**src/rtl/tune_pkg.sv**
```systemverilog
package tune_pkg;

  // Strobes from the sequencer to the window datapath, one cycle each.
  typedef struct packed {
    logic init;     // clear window state and begin at index 0
    logic capture;  // a verdict for phaseIdx is on testPass
    logic finish;   // pick the best window and present the result
  } tuneStrobe_t;

  typedef enum logic [1:0] {
    ST_IDLE = 2'd0,
    ST_ASK  = 2'd1,
    ST_GAP  = 2'd2,
    ST_FIN  = 2'd3
  } tuneState_t;

endpackage

```
**src/rtl/tune_ctrl.sv**
```systemverilog
module tune_ctrl
  import tune_pkg::*;
(
  input  logic        clk,
  input  logic        rstN,
  input  logic        start,
  input  logic        testAck,
  input  logic        lastIdx,
  output logic        phaseReq,
  output logic        busy,
  output tuneStrobe_t strb
);

  tuneState_t state, stateNext;

  always_comb begin
    stateNext    = state;
    strb         = '0;
    case (state)
      ST_IDLE: begin
        if (start) begin
          strb.init = 1'b1;
          stateNext = ST_ASK;
        end
      end
      ST_ASK: begin
        if (testAck) begin
          strb.capture = 1'b1;
          stateNext    = lastIdx ? ST_FIN : ST_GAP;
        end
      end
      ST_GAP:  stateNext = ST_ASK;
      ST_FIN: begin
        strb.finish = 1'b1;
        stateNext   = ST_IDLE;
      end
      default: stateNext = ST_IDLE;
    endcase
  end

  always_ff @(posedge clk or negedge rstN) begin
    if (!rstN) state <= ST_IDLE;
    else       state <= stateNext;
  end

  assign phaseReq = (state == ST_ASK);
  assign busy     = (state != ST_IDLE);

  // the request drops right after it is acknowledged
  a_r2_req_drop: assert property (@(posedge clk) disable iff (!rstN)
    phaseReq && testAck |=> !phaseReq);

endmodule

```
**src/rtl/tune_dp.sv**
```systemverilog
module tune_dp
  import tune_pkg::*;
#(
  parameter int NUM_PHASES  = 360,
  parameter int DEFAULT_DEG = 0,
  parameter int IDX_W       = $clog2(NUM_PHASES)
)(
  input  logic             clk,
  input  logic             rstN,
  input  tuneStrobe_t      strb,
  input  logic             testPass,
  output logic [IDX_W-1:0] phaseIdx,
  output logic             lastIdx,
  output logic [8:0]       phaseDeg,
  output logic             done,
  output logic             error
);

  localparam int WW   = IDX_W + 2;
  localparam int SKIP = (20 * NUM_PHASES + 359) / 360;
  localparam int DW   = $clog2(NUM_PHASES * 360 + NUM_PHASES) + 2;
  localparam logic [WW-1:0] LAST_W = WW'(NUM_PHASES - 1);
  localparam logic [WW-1:0] N_W    = WW'(NUM_PHASES);

  // sweep state
  logic [WW-1:0] idx;
  logic          prevPass, firstPass, lastPass;
  logic [1:0]    winCnt;           // 0, 1, or 2 meaning two or more
  logic [WW-1:0] firstStart, firstEnd;
  logic [WW-1:0] curStart, curEnd;
  logic          midValid;
  logic [WW-1:0] midStart, midLen;

  assign phaseIdx = IDX_W'(idx);
  assign lastIdx  = (idx == LAST_W);

  // next index after a verdict
  logic [WW-1:0] skipSum, nextIdx;
  always_comb begin
    skipSum = idx + WW'(SKIP);
    if (testPass)            nextIdx = idx + WW'(1);
    else if (skipSum > LAST_W) nextIdx = LAST_W;
    else                     nextIdx = skipSum;
  end

  logic          opens;
  logic [WW-1:0] curLen, firstLen, mergedLen;
  assign opens     = testPass && !prevPass;
  assign curLen    = curEnd - curStart + WW'(1);
  assign firstLen  = firstEnd - firstStart + WW'(1);
  assign mergedLen = firstEnd + WW'(1) + N_W - curStart;

  // result selection
  logic          doMerge, allPass;
  logic [WW-1:0] bestStart, bestLen, centreRaw, centre;
  logic [DW-1:0] degProd, degFull;

  always_comb begin
    doMerge = (winCnt == 2'd2) && firstPass && lastPass;
    allPass = (winCnt == 2'd1) && (firstStart == '0) && (firstEnd == LAST_W);
    if (doMerge) begin
      bestStart = curStart;
      bestLen   = mergedLen;
      if (midValid && (midLen > bestLen)) begin
        bestStart = midStart;
        bestLen   = midLen;
      end
    end else begin
      bestStart = firstStart;
      bestLen   = firstLen;
      if (winCnt == 2'd2) begin
        if (midValid && (midLen > bestLen)) begin
          bestStart = midStart;
          bestLen   = midLen;
        end
        if (curLen > bestLen) begin
          bestStart = curStart;
          bestLen   = curLen;
        end
      end
    end
    centreRaw = bestStart + (bestLen >> 1);
    centre    = (centreRaw >= N_W) ? (centreRaw - N_W) : centreRaw;
    degProd   = DW'(centre) * DW'(360) + DW'(NUM_PHASES - 1);
    degFull   = degProd / DW'(NUM_PHASES);
  end

  always_ff @(posedge clk or negedge rstN) begin
    if (!rstN) begin
      idx        <= '0;
      prevPass   <= 1'b0;
      firstPass  <= 1'b0;
      lastPass   <= 1'b0;
      winCnt     <= 2'd0;
      firstStart <= '0;
      firstEnd   <= '0;
      curStart   <= '0;
      curEnd     <= '0;
      midValid   <= 1'b0;
      midStart   <= '0;
      midLen     <= '0;
      phaseDeg   <= 9'(DEFAULT_DEG);
      done       <= 1'b0;
      error      <= 1'b0;
    end else if (strb.init) begin
      idx       <= '0;
      prevPass  <= 1'b0;
      firstPass <= 1'b0;
      lastPass  <= 1'b0;
      winCnt    <= 2'd0;
      midValid  <= 1'b0;
      done      <= 1'b0;
      error     <= 1'b0;
    end else if (strb.capture) begin
      prevPass <= testPass;
      lastPass <= testPass;
      if (idx == '0) firstPass <= testPass;
      if (opens) begin
        // the window in progress is a middle one once two or more exist
        if ((winCnt == 2'd2) && (!midValid || (curLen > midLen))) begin
          midValid <= 1'b1;
          midStart <= curStart;
          midLen   <= curLen;
        end
        curStart <= idx;
        curEnd   <= idx;
        if (winCnt == 2'd0) begin
          firstStart <= idx;
          firstEnd   <= idx;
        end
        if (winCnt != 2'd2) winCnt <= winCnt + 2'd1;
      end else if (testPass) begin
        curEnd <= idx;
        if (winCnt == 2'd1) firstEnd <= idx;
      end
      if (!lastIdx) idx <= nextIdx;
    end else if (strb.finish) begin
      done <= 1'b1;
      if (winCnt == 2'd0)  error    <= 1'b1;
      else if (allPass)    phaseDeg <= 9'(DEFAULT_DEG);
      else                 phaseDeg <= 9'(degFull);
    end
  end

  // a failed sweep leaves the presented phase untouched
  a_r9_err_keeps_phase: assert property (@(posedge clk) disable iff (!rstN)
    $rose(error) |-> $stable(phaseDeg));

  // the presented phase is always a legal angle
  a_r7_deg_range: assert property (@(posedge clk) disable iff (!rstN)
    phaseDeg < 9'd360);

  // windows never end before they start
  a_r4_win_order: assert property (@(posedge clk) disable iff (!rstN)
    (winCnt != 2'd0) |-> (curEnd >= curStart) && (firstEnd >= firstStart));

  // the index never leaves the phase range
  a_r3_idx_range: assert property (@(posedge clk) disable iff (!rstN)
    idx <= LAST_W);

endmodule

```
**src/rtl/phase_tune_engine.sv**
```systemverilog
module phase_tune_engine
  import tune_pkg::*;
#(
  parameter int NUM_PHASES  = 360,
  parameter int DEFAULT_DEG = 0,
  parameter int IDX_W       = $clog2(NUM_PHASES)
)(
  input  logic             clk,
  input  logic             rstN,
  input  logic             start,
  output logic             phaseReq,
  output logic [IDX_W-1:0] phaseIdx,
  input  logic             testAck,
  input  logic             testPass,
  output logic             busy,
  output logic             done,
  output logic             error,
  output logic [8:0]       phaseDeg
);

  tuneStrobe_t strb;
  logic        lastIdx;

  tune_ctrl ctrl_i (
    .clk      (clk),
    .rstN     (rstN),
    .start    (start),
    .testAck  (testAck),
    .lastIdx  (lastIdx),
    .phaseReq (phaseReq),
    .busy     (busy),
    .strb     (strb)
  );

  tune_dp #(
    .NUM_PHASES  (NUM_PHASES),
    .DEFAULT_DEG (DEFAULT_DEG),
    .IDX_W       (IDX_W)
  ) dp_i (
    .clk      (clk),
    .rstN     (rstN),
    .strb     (strb),
    .testPass (testPass),
    .phaseIdx (phaseIdx),
    .lastIdx  (lastIdx),
    .phaseDeg (phaseDeg),
    .done     (done),
    .error    (error)
  );

  // index held while the tester has not answered
  a_r2_idx_stable: assert property (@(posedge clk) disable iff (!rstN)
    phaseReq && !testAck |=> $stable(phaseIdx));

  // a result is never flagged while a sweep is running
  a_r10_busy_no_done: assert property (@(posedge clk) disable iff (!rstN)
    busy |-> !done);

endmodule

```
**config.mk**
```make
export PLATFORM = sky130hd
export DESIGN_NAME = phase_tune_engine
export DESIGN_NICKNAME = d
export VERILOG_FILES = /design/src/rtl/tune_pkg.sv /design/src/rtl/tune_ctrl.sv /design/src/rtl/tune_dp.sv /design/src/rtl/phase_tune_engine.sv
export SDC_FILE = /design/constraint.sdc
export NUM_CORES = 1
export LEC_CHECK = 0
export BUFFER_PORTS_ARGS = -buffer_cell sky130_fd_sc_hd__buf_4
export CORE_MARGIN = 4
export CORE_UTILIZATION = 60
export DETAILED_ROUTE_END_ITERATION = 12
export PLACE_DENSITY_LB_ADDON = 0.2
export SLEW_MARGIN = 10
export SYNTH_ARGS = -nofsm -noshare
export SYNTH_HDL_FRONTEND = slang
export SYNTH_SLANG_ARGS = --single-unit
```
**constraint.sdc**
```tcl
create_clock -name clk -period 52.2 [get_ports clk]
set_input_delay 15.66 -clock clk [delete_from_list [all_inputs] [get_ports clk]]
set_output_delay 15.66 -clock clk [all_outputs]
set_load 0.01 [all_outputs]
```
; ---- Yosys cells after proc, flatten, opt, wreduce, memory -nomap -nowiden
; Cells that the tools add are included.
[totals]
out_inout_bits = 22
word_cells = 144
reg_bits = 95
[classes]
reduce_logical = 38
n_mux = 54
n_lt_le_gt_ge = 6
n_eq_ne = 13
mul = 1
n_addsub = 13
n_div = 1
bitwise_logic = 3
[ops]
columns = cell, n
row1 = $mux 11, 24
row2 = $add 11x1->11 const B, 4
row3 = $gt 11x11->1, 4
row4 = $sub 11x11->11, 3
row5 = $eq 11x9->1 const B, 2
row6 = $logic_not 11->1, 2
row7 = $mux 1, 22
row8 = $reduce_bool 2->1, 10
row9 = $add 19x9->19 const B, 1
row10 = $div 19x9->19 const B, 1
row11 = $mul 11x6->16 const B, 1
row12 = $reduce_and 3->1, 5
row13 = $mux 2, 6
row14 = $reduce_and 4->1, 3
row15 = $add 11x10->11, 1
row16 = $add 11x5->11 const B, 1
row17 = $add 11x9->11 const B, 1
row18 = $ge 11x9->1 const B, 1
row19 = $gt 11x9->1 const B, 1
row20 = $sub 11x9->11 const B, 1
row21 = $mux 9, 1
row22 = $logic_and 1x1->1, 8
row23 = $ne 2x2->1 const B, 4
row24 = $pmux 2 s4, 1
row25 = other kinds (10), 21

; ---- Logic depth before layout (Yosys ltp)
; Gate-level depths: netlist of the first run.
[logic_depth]
word_depth = 18
ltp_mapped = 100
ltp_nobuf = 88

; ---- Hierarchy
; From an unflattened synthesis of the first run, not the netlist that was laid out.
[unflattened]
cells_unflattened = 1641
hier_area_um2 = 13026.2
[modules_own_cells]
columns = module, area_each_um2, seq_area_each_um2, n_inst, cells_per_inst
row1 = tune_dp, 12904.9, 2327.2, 1, 1629
row2 = tune_ctrl, 121.4, 50.0, 1, 12

; ---- Worst setup path after synthesis of the first run
; Ideal clock, no wire load.
[synth_path]
path_kind = reg-to-reg
startpoint = register dp_i.firstEnd[2]
endpoint = register dp_i.phaseDeg[0]
setup_time_ns = 0.121
t_required_ns = 52.079
t_arrival_ns = 19.373
path_slack_ns = 32.706
period_less_slack_ns = 19.494
path_stages_with_launch = 91
n_path_buf = 8
path_cell_list = dfrtp_1 > ha_1 > ha_1 > a21o_1 > a21oi_1 > o21bai_1 > a21oi_1 > o21bai_1 > a21oi_1 > xnor2_1 > ha_1 > a211oi_1 > o21ai_0 > o22a_1 > o31ai_1 > a21boi_0 > o211ai_1 > clkbuf_1 > [55 not listed] > o21bai_2 > a31oi_4 > and3_1 > o21ai_2 > a21oi_1 > or4_1 > buf_2 > a211oi_2 > o21ba_2 > buf_6 > a41o_1 > nand2_1 > o21bai_4 > nand2_2 > mux2i_1 > a221oi_1 > o2111ai_1 > a22o_1
[synth_via]
elab_chain_cells = 18
elab_cells_between_ends = 32
cone_classes = add/sub: 8 / mul: 1 / div: 1 / order compare: 4 / eq/ne: 1 / mux: 14 / reduce/logical: 3
[synth_lines]
columns = element, line_no
row1 = start: declaration, tune_dp.sv:29  ; logic [WW-1:0] firstStart, firstEnd;
row2 = start signal: assignment, tune_dp.sv:129  ; firstEnd <= idx;
row3 = start signal: assignment, tune_dp.sv:134  ; if (winCnt == 2'd1) firstEnd <= idx;
row4 = $sub 11x11->11, tune_dp.sv:50  ; assign firstLen = firstEnd - firstStart + WW'(1);
row5 = $add 11x1->11, tune_dp.sv:50
row6 = $gt 11x11->1, tune_dp.sv:72  ; if (midValid && (midLen > bestLen)) begin
row7 = $logic_and 1x1->1, tune_dp.sv:72
row8 = $mux 11, tune_dp.sv:72
row9 = $mux 11, tune_dp.sv:71  ; if (winCnt == 2'd2) begin
row10 = $mux 11, tune_dp.sv:61  ; if (doMerge) begin
row11 = $gt 11x11->1, tune_dp.sv:76  ; if (curLen > bestLen) begin
row12 = [2 not listed], n/a
row13 = $mux 11, tune_dp.sv:61
row14 = $add 11x10->11, tune_dp.sv:82  ; centreRaw = bestStart + (bestLen >> 1);
row15 = $sub 11x9->11 or $ge 11x9->1 (tied branches), tune_dp.sv:83  ; centre = (centreRaw >= N_W) ? (centreRaw - N_W) : centreRaw;
row16 = $mux 11, tune_dp.sv:83
row17 = $mul 11x6->16, tune_dp.sv:84  ; degProd = DW'(centre) * DW'(360) + DW'(NUM_PHASES - 1);
row18 = $add 19x9->19, tune_dp.sv:84
row19 = $div 19x9->19, tune_dp.sv:85  ; degFull = degProd / DW'(NUM_PHASES);
row20 = $mux 9 *, tune_dp.sv:140  ; else if (allPass) phaseDeg <= 9'(DEFAULT_DEG);
row21 = end signal: assignment, tune_dp.sv:102  ; phaseDeg <= 9'(DEFAULT_DEG);
row22 = end signal: assignment, tune_dp.sv:140
row23 = end signal: assignment, tune_dp.sv:141  ; else phaseDeg <= 9'(degFull);
row24 = end: declaration, tune_dp.sv:14  ; output logic [8:0] phaseDeg,
; Every way passes the cells marked *; elsewhere a longest branch is shown, timed or not. The select of a mux whose other input is x is not followed.
; A chain may end at the register's enable or synchronous reset.

; ---- Worst setup path in the final report of the first run
; Ends and elaborated chain as after synthesis.

==> results of run 1 <==
[worst min-delay path, stage by stage, from the launching register on]
cell and delay [ns]:
dfrtp_1 0.35, nand2_1 0.04, o21ai_0 0.07
[per-stage QoR]
| step | setup WS, ns | utilization (%) |
|---|---|---|
| detailed placement | 29.87 | 62.7 |
| global placement | 30.43 | 62.7 |
| finish | 29.57 | 64.3 |
| floorplan | 32.71 | - |
| CTS | 29.79 | 64.3 |
| global route | 27.93 | 64.3 |
[final cells by class]
type                            instances  area (µm²)  share of cell area, %
Sequential cell                        95        2380                   17.5
Multi-Input combinational cell       1338        9740                   71.6
Timing Repair Buffer                   37         278                   2.04
Clock buffer                            9         225                   1.66
Inverter                              143         537                   3.95
Tap cell                              275         344                   2.53
Clock inverter                          7         101                  0.745
[sequential cells by signal (all words and copies together) (netlist names)]
signal	flops
ctrl_i.state	2
dp_i.curEnd	11
dp_i.curStart	11
dp_i.done	1
dp_i.error	1
dp_i.firstEnd	11
dp_i.firstPass	1
dp_i.firstStart	11
dp_i.idx	11
dp_i.midLen	11
dp_i.midStart	11
dp_i.midValid	1
dp_i.phaseDeg	9
dp_i.prevPass	1
dp_i.winCnt	2
[cell families (layout without fill, tap and decap cells)]
group	count (synthesis)	in the layout	share of synthesized area, %
mux	69	69	5.84
xor+xnor	91	91	6.31
simple gates	492	492	18.6
compound gates	513	513	26.4
flops	95	95	18.3
buf+inv	217	196	6.76
fa+ha+maj	173	173	17.8
[cell usage in the layout (no fill, tap or decap), types with 18 or more instances in the layout]
| cell | netlist | layout |
|---|---|---|
| ha_1 | 151 | 151 |
| nand2_1 | 145 | 145 |
| inv_1 | 142 | 142 |
| o21ai_0 | 135 | 135 |
| nor2_1 | 112 | 112 |
| a21oi_1 | 99 | 99 |
| dfrtp_1 | 95 | 95 |
| xnor2_1 | 66 | 66 |
| nand3_1 | 52 | 52 |
| nor3_1 | 39 | 39 |
| buf_4 | 11 | 37 |
| o211ai_1 | 34 | 34 |
| mux2i_1 | 33 | 33 |
| mux2_2 | 32 | 32 |
| xor2_1 | 23 | 23 |
| a21o_1 | 22 | 22 |
| o21bai_1 | 21 | 21 |
| o21a_1 | 20 | 20 |
| fa_1 | 20 | 20 |
| a211oi_1 | 19 | 19 |
| o22ai_1 | 19 | 19 |
| nand4_1 | 18 | 18 |
[routing by layer]
metal | vias up | GRT usage (%) | routed length (µm)
met5 | - | 0 | 0
met4 | 0 | 13.8 | 1790
met3 | 116 | 2.67 | 1910
met2 | 459 | 53.5 | 17600
met1 | 5839 | 38.3 | 15300
li1 | 5949 | - | -
[final timing paths]
| kind | end | slack [ns] | cells past startpoint |
|---|---|---|---|
| max | dp_i.phaseDeg[0]$_DFFE_PN0P_ | 29.57 | 84 |
| min reg2reg | dp_i.curEnd[1]$_DFFE_PN0P_ | 0.50 | 2 |
| max in group asynchronous | dp_i.firstEnd[9]$_DFFE_PN0P_ | 35.73 | 2 |
| min in group asynchronous | dp_i.midLen[7]$_DFFE_PN0P_ | 15.17 | 1 |
| min | dp_i.curEnd[1]$_DFFE_PN0P_ | 0.50 | 2 |
| max reg2reg | dp_i.phaseDeg[0]$_DFFE_PN0P_ | 29.57 | 84 |
==> flow_summary_export.csv, run 1 <==
group,metric,value,unit
route,wl_per_cell,19.2,µm
timing,fin_worst_skew,0.0229,ns
worst_setup_path,cp_slowest_stage_delay,0.82,ns
timing,setup_viol,0,
timing,max-slew-margin-rel,20.1,%
logic_synthesis,synthFlopType,"dfrtp_1",
cts,htreeDepth,3,
logic_synthesis,netlist.area_leader.share,18.3,%
cts,clkTransAtPathRegs,0.10,ns
worst_setup_path,crit_path_end_kind,"register",
floorplan,core,0.0212,mm²
floorplan,ioPinCount,27,
cells_and_area,nFillCells,1880,
route,drc,0,
cts,numCtsBuffers,9,
logic_synthesis,synth_area_leaders,"dfrtp_1 18%, ha_1 15%, o21ai_0 5.2%",
timing,whs,0.496,ns
timing,grt_setup_unrepaired,"false",
placed_design,post_dp_cell_area,0.0133,mm²
route,antenna_left,0,
grt,grt_pass1_wl,60.5,mm
logic_synthesis,synthDistinctLibCells,105,
cells_and_area,finalNonFillerCells,1904,
route,vias,12400,
job,drv_cap,0,
route,first_pass_iters,8,
worst_setup_path,crit_type,"reg2reg",
worst_setup_path,critPathRequiredTime,52.48,ns
grt,grt_pass1_vias,12000,
floorplan,placementRows,53,
cts,cts.root.buffer_cell,"clkbuf_16",
logic_synthesis,synth_top_cell_by_area,"dfrtp_1",
logic_synthesis,ys_warn_count,0,
logic_synthesis,ys_seq_elements,95,
timing,tightest_slew,1.20,ns
worst_setup_path,startpoint,"dp_i.firstEnd[2]$_DFFE_PN0P_",
worst_setup_path,worst-path-buf-inv,6,
outcome,run_status,"finished clean",
cts,cts_sinks,95,
grt,antenna_found_initial,0,
cts,post_cts_resized,0,
route,wl,36.6,mm
hold_path,hold_path_startpoint,"dp_i.curEnd[1]$_DFFE_PN0P_",
worst_setup_path,cp-start-kind,"register",
worst_setup_path,path_delay_family,"compound AO/OA/AOI/OAI gates",
worst_setup_path,crit_path_max_fanout,16,
cts,cts-hold-fix-buffers,0,
worst_setup_path,r2r_start,"dp_i.firstEnd[2]$_DFFE_PN0P_",
logic_synthesis,synth_nets,1826,
floorplan,initial_core_util,61.3,%
logic_synthesis,synthCells,1650,
timing,period_needed,22.63,ns
cts,cts_tree,"built",
worst_setup_path,arrival,22.91,ns
cts,post_cts_buffers,0,
floorplan,die_w,155,µm
route,drtIter0Drc,958,
cells_and_area,diodes,0,
floorplan,die-area,0.0240,mm²
logic_synthesis,seq_area_frac_synth,18.3,%
logic_synthesis,syn_avg_cell_area,7.86,µm²
logic_synthesis,synthTopCellsByCount,"151 x ha_1, 145 x nand2_1, 142 x inv_1",
grt,track_usage,30.6,%
worst_setup_path,path_common_cell,"ha_1",
cells_and_area,area_growth,4.82,%
cts,clkLatencyLatePin,0.38,ns
placed_design,place_inst,1888,
timing,max_freq,44.2,MHz
grt,overflow,0,
cts,clockBufferDepth,2,
logic_synthesis,syn-cell-area,0.0130,mm²
placed_design,io_buffers,26,
timing,finalSetupTns,0,ns
floorplan,die_h,155,µm
cells_and_area,fin_nets,1800,
hold_path,hp-class,"reg2reg",
worst_setup_path,crit_slowest_cell,"or4_1",
logic_synthesis,synth_edf_count,0,
cells_and_area,layout-drive-gt1-share,8.16,%
route,vias_per_cell,6.49,
logic_synthesis,synthArstFlopShare,100,%
timing,slew_viol_final,0,
logic_synthesis,synth.most_common_cell,"ha_1",
timing,hold_violations,0,
placed_design,hpwl,28.7,mm
cells_and_area,final_area,0.0136,mm²
grt,grt_max_degree,77,
placed_design,gp_congestion,0.976,
timing,period_share,43.3,%
Power of run 1 is left out: the tool's default activity adds up to more than one toggle a clock period on the data nets, which glitch-free logic cannot reach.
==> run 2: changes to the inputs <==
--- a/config.mk
+++ b/config.mk
@@ -7,7 +7,7 @@
 export LEC_CHECK = 0
 export BUFFER_PORTS_ARGS = -buffer_cell sky130_fd_sc_hd__buf_4
 export CORE_MARGIN = 4
-export CORE_UTILIZATION = 60
+export CORE_UTILIZATION = 59
 export DETAILED_ROUTE_END_ITERATION = 12
 export PLACE_DENSITY_LB_ADDON = 0.2
 export SLEW_MARGIN = 10
==> constraint.sdc (replaced) <==
create_clock -name clk -period 19.08 [get_ports clk]
set_input_delay 5.724 -clock clk [delete_from_list [all_inputs] [get_ports clk]]
set_output_delay 5.724 -clock clk [all_outputs]
set_load 0.01 [all_outputs]
==> run 2 against run 1 <==
  * Sequential cell count unchanged
  * Cell area is 20% higher
  * Clock skew is 0.016 ns lower
  * Non-clock buffer count increased by 236
  * Register-to-register slack worse by 30 ns
  * Largest cell class unchanged
==> flow_summary_export.csv, run 2 (synthesis gave the netlist of run 1 again) <==
group,metric,value,unit
cts,clkLatencyLatePin,0.36,ns
route,wl_per_cell,18.9,µm
cts,htreeDepth,3,
worst_setup_path,arrival,19.30,ns
timing,period_needed,19.05,ns
placed_design,hpwl,30.0,mm
route,vias_per_cell,6.32,
cts,clkTransAtPathRegs,0.07,ns
cts,cts_sinks,95,
grt,grt_max_degree,71,
floorplan,placementRows,53,
timing,grt_setup_unrepaired,"true",
timing,slew_viol_final,0,
cts,cts_tree,"built",
route,drc,0,
cells_and_area,diodes,0,
cells_and_area,final_cell_mix,"263 x buf_4, 142 x nand2_1, 137 x inv_1",
cells_and_area,fin_nets,2036,
grt,track_usage,31.0,%
timing,whs,0.502,ns
floorplan,ioPinCount,27,
worst_setup_path,crit_path_end_kind,"register",
hold_path,hp-class,"reg2reg",
route,drtIter0Drc,1084,
timing,setup_viol,0,
timing,max_freq,52.5,MHz
timing,tightest_slew,1.25,ns
floorplan,initial_core_util,60.8,%
timing,fin_ws,0.0307,ns
worst_setup_path,cp_slowest_stage_delay,0.58,ns
timing,fin_worst_skew,0.00703,ns
timing,max-slew-margin-rel,16.6,%
cells_and_area,nFillCells,1559,
placed_design,place_ws,-0.581,ns
cells_and_area,layout-drive-gt1-share,26.8,%
cts,clockBufferDepth,2,
grt,overflow,0,
floorplan,core,0.0214,mm²
cells_and_area,area_growth,25.6,%
outcome,run_status,"finished clean",
worst_setup_path,path_common_cell,"a21oi_2",
worst_setup_path,crit_path_max_fanout,7,
worst_setup_path,crit_slowest_cell,"or4_4",
route,wl,40.5,mm
timing,finalSetupTns,0,ns
grt,grt_pass1_wl,62.5,mm
placed_design,post_dp_cell_area,0.0148,mm²
job,drv_cap,0,
worst_setup_path,cp-start-kind,"register",
worst_setup_path,critPathRequiredTime,19.33,ns
route,first_pass_iters,6,
floorplan,die_w,156,µm
placed_design,io_buffers,26,
grt,antenna_found_initial,0,
cts,cts.root.buffer_cell,"clkbuf_16",
timing,hold_violations,0,
cells_and_area,final_area,0.0163,mm²
floorplan,die_h,156,µm
cts,cts-hold-fix-buffers,0,
cts,numCtsBuffers,9,
worst_setup_path,crit_type,"reg2reg",
route,vias,13500,
grt,grt_pass1_vias,12900,
placed_design,gp_congestion,0.978,
cells_and_area,layout_commonest_cell,"buf_4",
floorplan,die-area,0.0244,mm²
timing,period_share,99.8,%
route,antenna_left,0,
run 2: final timing paths:
| kind | start | end | slack, ns | depth (start not counted) |
|---|---|---|---|---|
| max | dp_i.firstStart[2]$_DFFE_PN0P_ | dp_i.phaseDeg[0]$_DFFE_PN0P_ | 0.03 | 85 |
| min | dp_i.curEnd[1]$_DFFE_PN0P_ | dp_i.curEnd[1]$_DFFE_PN0P_ | 0.50 | 2 |
| max reg2reg | dp_i.firstStart[2]$_DFFE_PN0P_ | dp_i.phaseDeg[0]$_DFFE_PN0P_ | 0.03 | 85 |
| min reg2reg | dp_i.curEnd[1]$_DFFE_PN0P_ | dp_i.curEnd[1]$_DFFE_PN0P_ | 0.50 | 2 |
| max in group asynchronous | rstN | dp_i.firstEnd[10]$_DFFE_PN0P_ | 12.57 | 2 |
| min in group asynchronous | rstN | dp_i.midLen[0]$_DFFE_PN0P_ | 5.29 | 1 |
run 2: worst max-delay path, delay by kind of cell, from the launching register on:
kind,cells,cell delay (ns)
compound gates,36,7.45
xor+xnor,3,0.63
fa+ha+maj,10,3.20
buf+inv,9,0.94
flops,1,0.39
mux,7,1.72
simple gates,20,4.56
run 2: cell type report:
cell class / instances / area [µm²] / share of cell area (%)
sequential: 95 / 2380 / 14.6
timing repair buffer: 273 / 2100 / 12.9
tap: 275 / 344 / 2.11
inverter: 143 / 537 / 3.29
clock buffer: 11 / 253 / 1.55
clock inverter: 5 / 67.6 / 0.415
multi-input combinational: 1338 / 10600 / 65.2
run 2: routing by layer:
metal  vias to the layer above  track usage [%]  wire length [µm]
met5                         -                0                 0
met1                      6463             39.1             16400
li1                       6417                -                 -
met3                       132             3.46              2320
met2                       523             54.2             20000
met4                         0             12.1              1770
run 2: through the flow:
step	utilization (%)	std cells
CTS	72.0	2111
detailed placement	69.4	2087
global route	76.3	2140
floorplan	-	1650
finish	76.3	2140
global placement	69.4	2087
run 2: repair_timing:
item	4_1_cts	5_1_grt
pin swaps	20	88
buffers inserted	8	29
setup endpoints to repair	2	3
gates resized for setup	42	141
Power of run 2 is left out for the same reason.
==> run 3: changes to the inputs <==
--- a/config.mk
+++ b/config.mk
@@ -13,4 +13,5 @@
 export SLEW_MARGIN = 10
 export SYNTH_ARGS = -nofsm -noshare
 export SYNTH_HDL_FRONTEND = slang
+export SYNTH_HIERARCHICAL = 1
 export SYNTH_SLANG_ARGS = --single-unit
==> run 3 against run 2 <==
  * Setup slack improved by 0.20 ns
  * Wire length increased by 2.5%
  * Die area increased by 0.39%
  * First-iteration DRC count increased by 32%
  * Critical path depth increased by 4
  * Cell area decreased by 0.41%
  * Clock skew increased by 0.0014 ns
  * Via count decreased by 1.1%
  * Maximum frequency increased by 1.0%
  * Synthesized cell count decreased by 0.55%
  * Largest cell class unchanged
==> flow_summary_export.csv, run 3 <==
group,metric,value,unit
outcome,run_status,"finished clean",
cts,clkTransAtPathRegs,0.07,ns
cts,htreeDepth,3,
floorplan,die_w,157,µm
placed_design,post_dp_cell_area,0.0142,mm²
route,vias_per_cell,6.46,
worst_setup_path,r2r_slack,0.23,ns
logic_synthesis,synth_edf_count,0,
timing,grt_setup_unrepaired,"true",
logic_synthesis,seq_area_frac_synth,18.2,%
logic_synthesis,synth_top_family_by_area,"compound AO/OA/AOI/OAI gates",
timing,setup_viol,0,
logic_synthesis,synth_nets,1817,
worst_setup_path,cp-start-kind,"register",
worst_setup_path,critPathRequiredTime,19.29,ns
route,drtIter0Drc,1434,
route,wl,41.5,mm
timing,fin_worst_skew,0.00840,ns
logic_synthesis,muxShareOfSynthArea,5.56,%
timing,max-slew-margin-rel,25.8,%
cts,cts_tree,"built",
cts,clkLatencyLatePin,0.36,ns
worst_setup_path,arrival,19.06,ns
grt,track_usage,31.1,%
logic_synthesis,synthFlopType,"dfrtp_1",
cts,cts_sinks,95,
grt,overflow,0,
timing,period_needed,18.85,ns
logic_synthesis,synthSimpleGateAreaFrac,18.7,%
route,vias,13400,
timing,max_freq,53.0,MHz
floorplan,initial_core_util,59.9,%
grt,grt_pass1_wl,62.2,mm
logic_synthesis,synthCells,1641,
logic_synthesis,synth.most_common_cell,"ha_1",
worst_setup_path,crit_path_max_fanout,8,
cells_and_area,fin_nets,1965,
floorplan,die_h,157,µm
floorplan,die-area,0.0245,mm²
grt,grt_pass1_vias,12400,
grt,antenna_found_initial,0,
logic_synthesis,synthArstFlopShare,100,%
logic_synthesis,synthDistinctLibCells,115,
job,drv_cap,0,
timing,slew_viol_final,0,
cells_and_area,area_growth,24.6,%
placed_design,gp_congestion,1.02,
cells_and_area,diodes,0,
cells_and_area,final_cell_mix,"195 x buf_4, 139 x nor2_1, 136 x nand2_1",
logic_synthesis,netlist.area_leader.share,18.2,%
logic_synthesis,syn-cell-area,0.0130,mm²
cells_and_area,final_area,0.0162,mm²
timing,period_share,98.8,%
cts,numCtsBuffers,9,
placed_design,place_inst,1997,
logic_synthesis,synth_top_cell_by_area,"dfrtp_1",
logic_synthesis,ys_warn_count,6,
worst_setup_path,crit_path_end_kind,"register",
cells_and_area,fin_util,74.6,%
floorplan,core,0.0218,mm²
logic_synthesis,synth_area_leaders,"dfrtp_1 18%, ha_1 15%, a21oi_1 4.9%",
cells_and_area,layout_commonest_cell,"buf_4",
logic_synthesis,ys_seq_elements,95,
grt,grt_max_degree,59,
cells_and_area,layout-drive-gt1-share,28.0,%
logic_synthesis,synth-compound-area-share,26.2,%
placed_design,io_buffers,26,
worst_setup_path,crit_slowest_cell,"fa_1",
floorplan,ioPinCount,27,
route,wl_per_cell,20.0,µm
worst_setup_path,path_common_cell,"a21oi_2",
route,first_pass_iters,6,
route,antenna_left,0,
timing,hold_violations,0,
timing,tightest_slew,1.11,ns
cts,cts.root.buffer_cell,"clkbuf_16",
hold_path,hp-class,"reg2reg",
logic_synthesis,syn_avg_cell_area,7.94,µm²
placed_design,hpwl,29.8,mm
cells_and_area,finalNonFillerCells,2074,
floorplan,placementRows,54,
logic_synthesis,synth-adder-area-share,17.8,%
worst_setup_path,cp_slowest_stage_delay,0.53,ns
route,drc,0,
worst_setup_path,crit_type,"reg2reg",
cts,clockBufferDepth,2,
logic_synthesis,synth-xor-area-share,6.98,%
logic_synthesis,synthTopCellsByCount,"151 x ha_1, 149 x nor2_1, 139 x nand2_1",
==> run 3: cell types whose count changed after synthesis, sizes merged, moves of 9 or more <==
cell | previous run | this run
o211ai | 34 | 19
nor2 | 113 | 151
nand3 | 52 | 38
o22ai | 19 | 8
o21ai | 151 | 127
a21oi | 100 | 131
o221ai | 3 | 12
clkbuf | 54 | 44
==> run 3: area by class of cell <==
cell class | count | area [µm²]
Clock buffer | 9 | 225
Multi-Input combinational cell | 1341 | 11100
Timing Repair Buffer | 203 | 1580
Tap cell | 280 | 350
Clock inverter | 7 | 55.1
Fill cell | 1564 | 5530
Sequential cell | 95 | 2380
Inverter | 139 | 522
==> run 3: worst paths after layout <==
path	startpoint	endpoint	cells after the start
max reg2reg	dp_i/firstStart[2]$_DFFE_PN0P_	dp_i/phaseDeg[0]$_DFFE_PN0P_	89
min in group asynchronous	rstN	dp_i/midLen[4]$_DFFE_PN0P_	1
min	dp_i/phaseDeg[3]$_DFFE_PN0P_	dp_i/phaseDeg[3]$_DFFE_PN0P_	2
max in group asynchronous	rstN	dp_i/firstEnd[4]$_DFFE_PN0P_	2
max	dp_i/firstStart[2]$_DFFE_PN0P_	dp_i/phaseDeg[0]$_DFFE_PN0P_	89
min reg2reg	dp_i/phaseDeg[3]$_DFFE_PN0P_	dp_i/phaseDeg[3]$_DFFE_PN0P_	2
==> run 3: cell families after synthesis <==
kind of cell	Yosys count
DFF	95
and+or+nand+nor	501
adders and majority gates	174
buffers and inverters	207
xor gates and xnor gates	95
muxes	67
AOI/OAI and AO/OA	502
==> run 3: stage by stage <==
stage / hold slack, ns / setup WS [ns] / TNS [ns]
global placement: 0.469 / -0.0733 / -0.0733
floorplan: 0.450 / 0.246 / 0
CTS: 0.493 / 0.0455 / 0
global route: 0.517 / -0.722 / -1.00
finish: 0.491 / 0.227 / 0
detailed placement: 0.477 / -0.503 / -0.638
==> run 3: worst max-delay path, delay by kind of cell, from the launching register on <==
kind            cells  cell delay, ns
compound gates     42            8.41
simple gates       22            4.05
fa+ha+maj          10            3.34
buf+inv             9            1.14
xor+xnor            5            1.10
flops               1            0.38
mux                 1            0.27
==> run 3: metal layers <==
metal	GRT usage, %	wire length, µm	vias up	part of all wire [%]
met5	0	0	-	0
met4	11.5	1690	0	4.1
met3	3.54	2500	141	6.0
met2	53.2	20300	544	49
met1	40.4	17000	6455	41
li1	-	-	6251	-
==> run 3: what timing repair did <==
item / in CTS / in global routing
gates cloned: 0 / 3
hold buffers: 0 / 0
pin swaps: 7 / 141
gates resized for setup: 36 / 211
endpoints found under the setup margin: 2 / 3
setup buffers: 3 / 56
Power of run 3 is left out for the same reason.
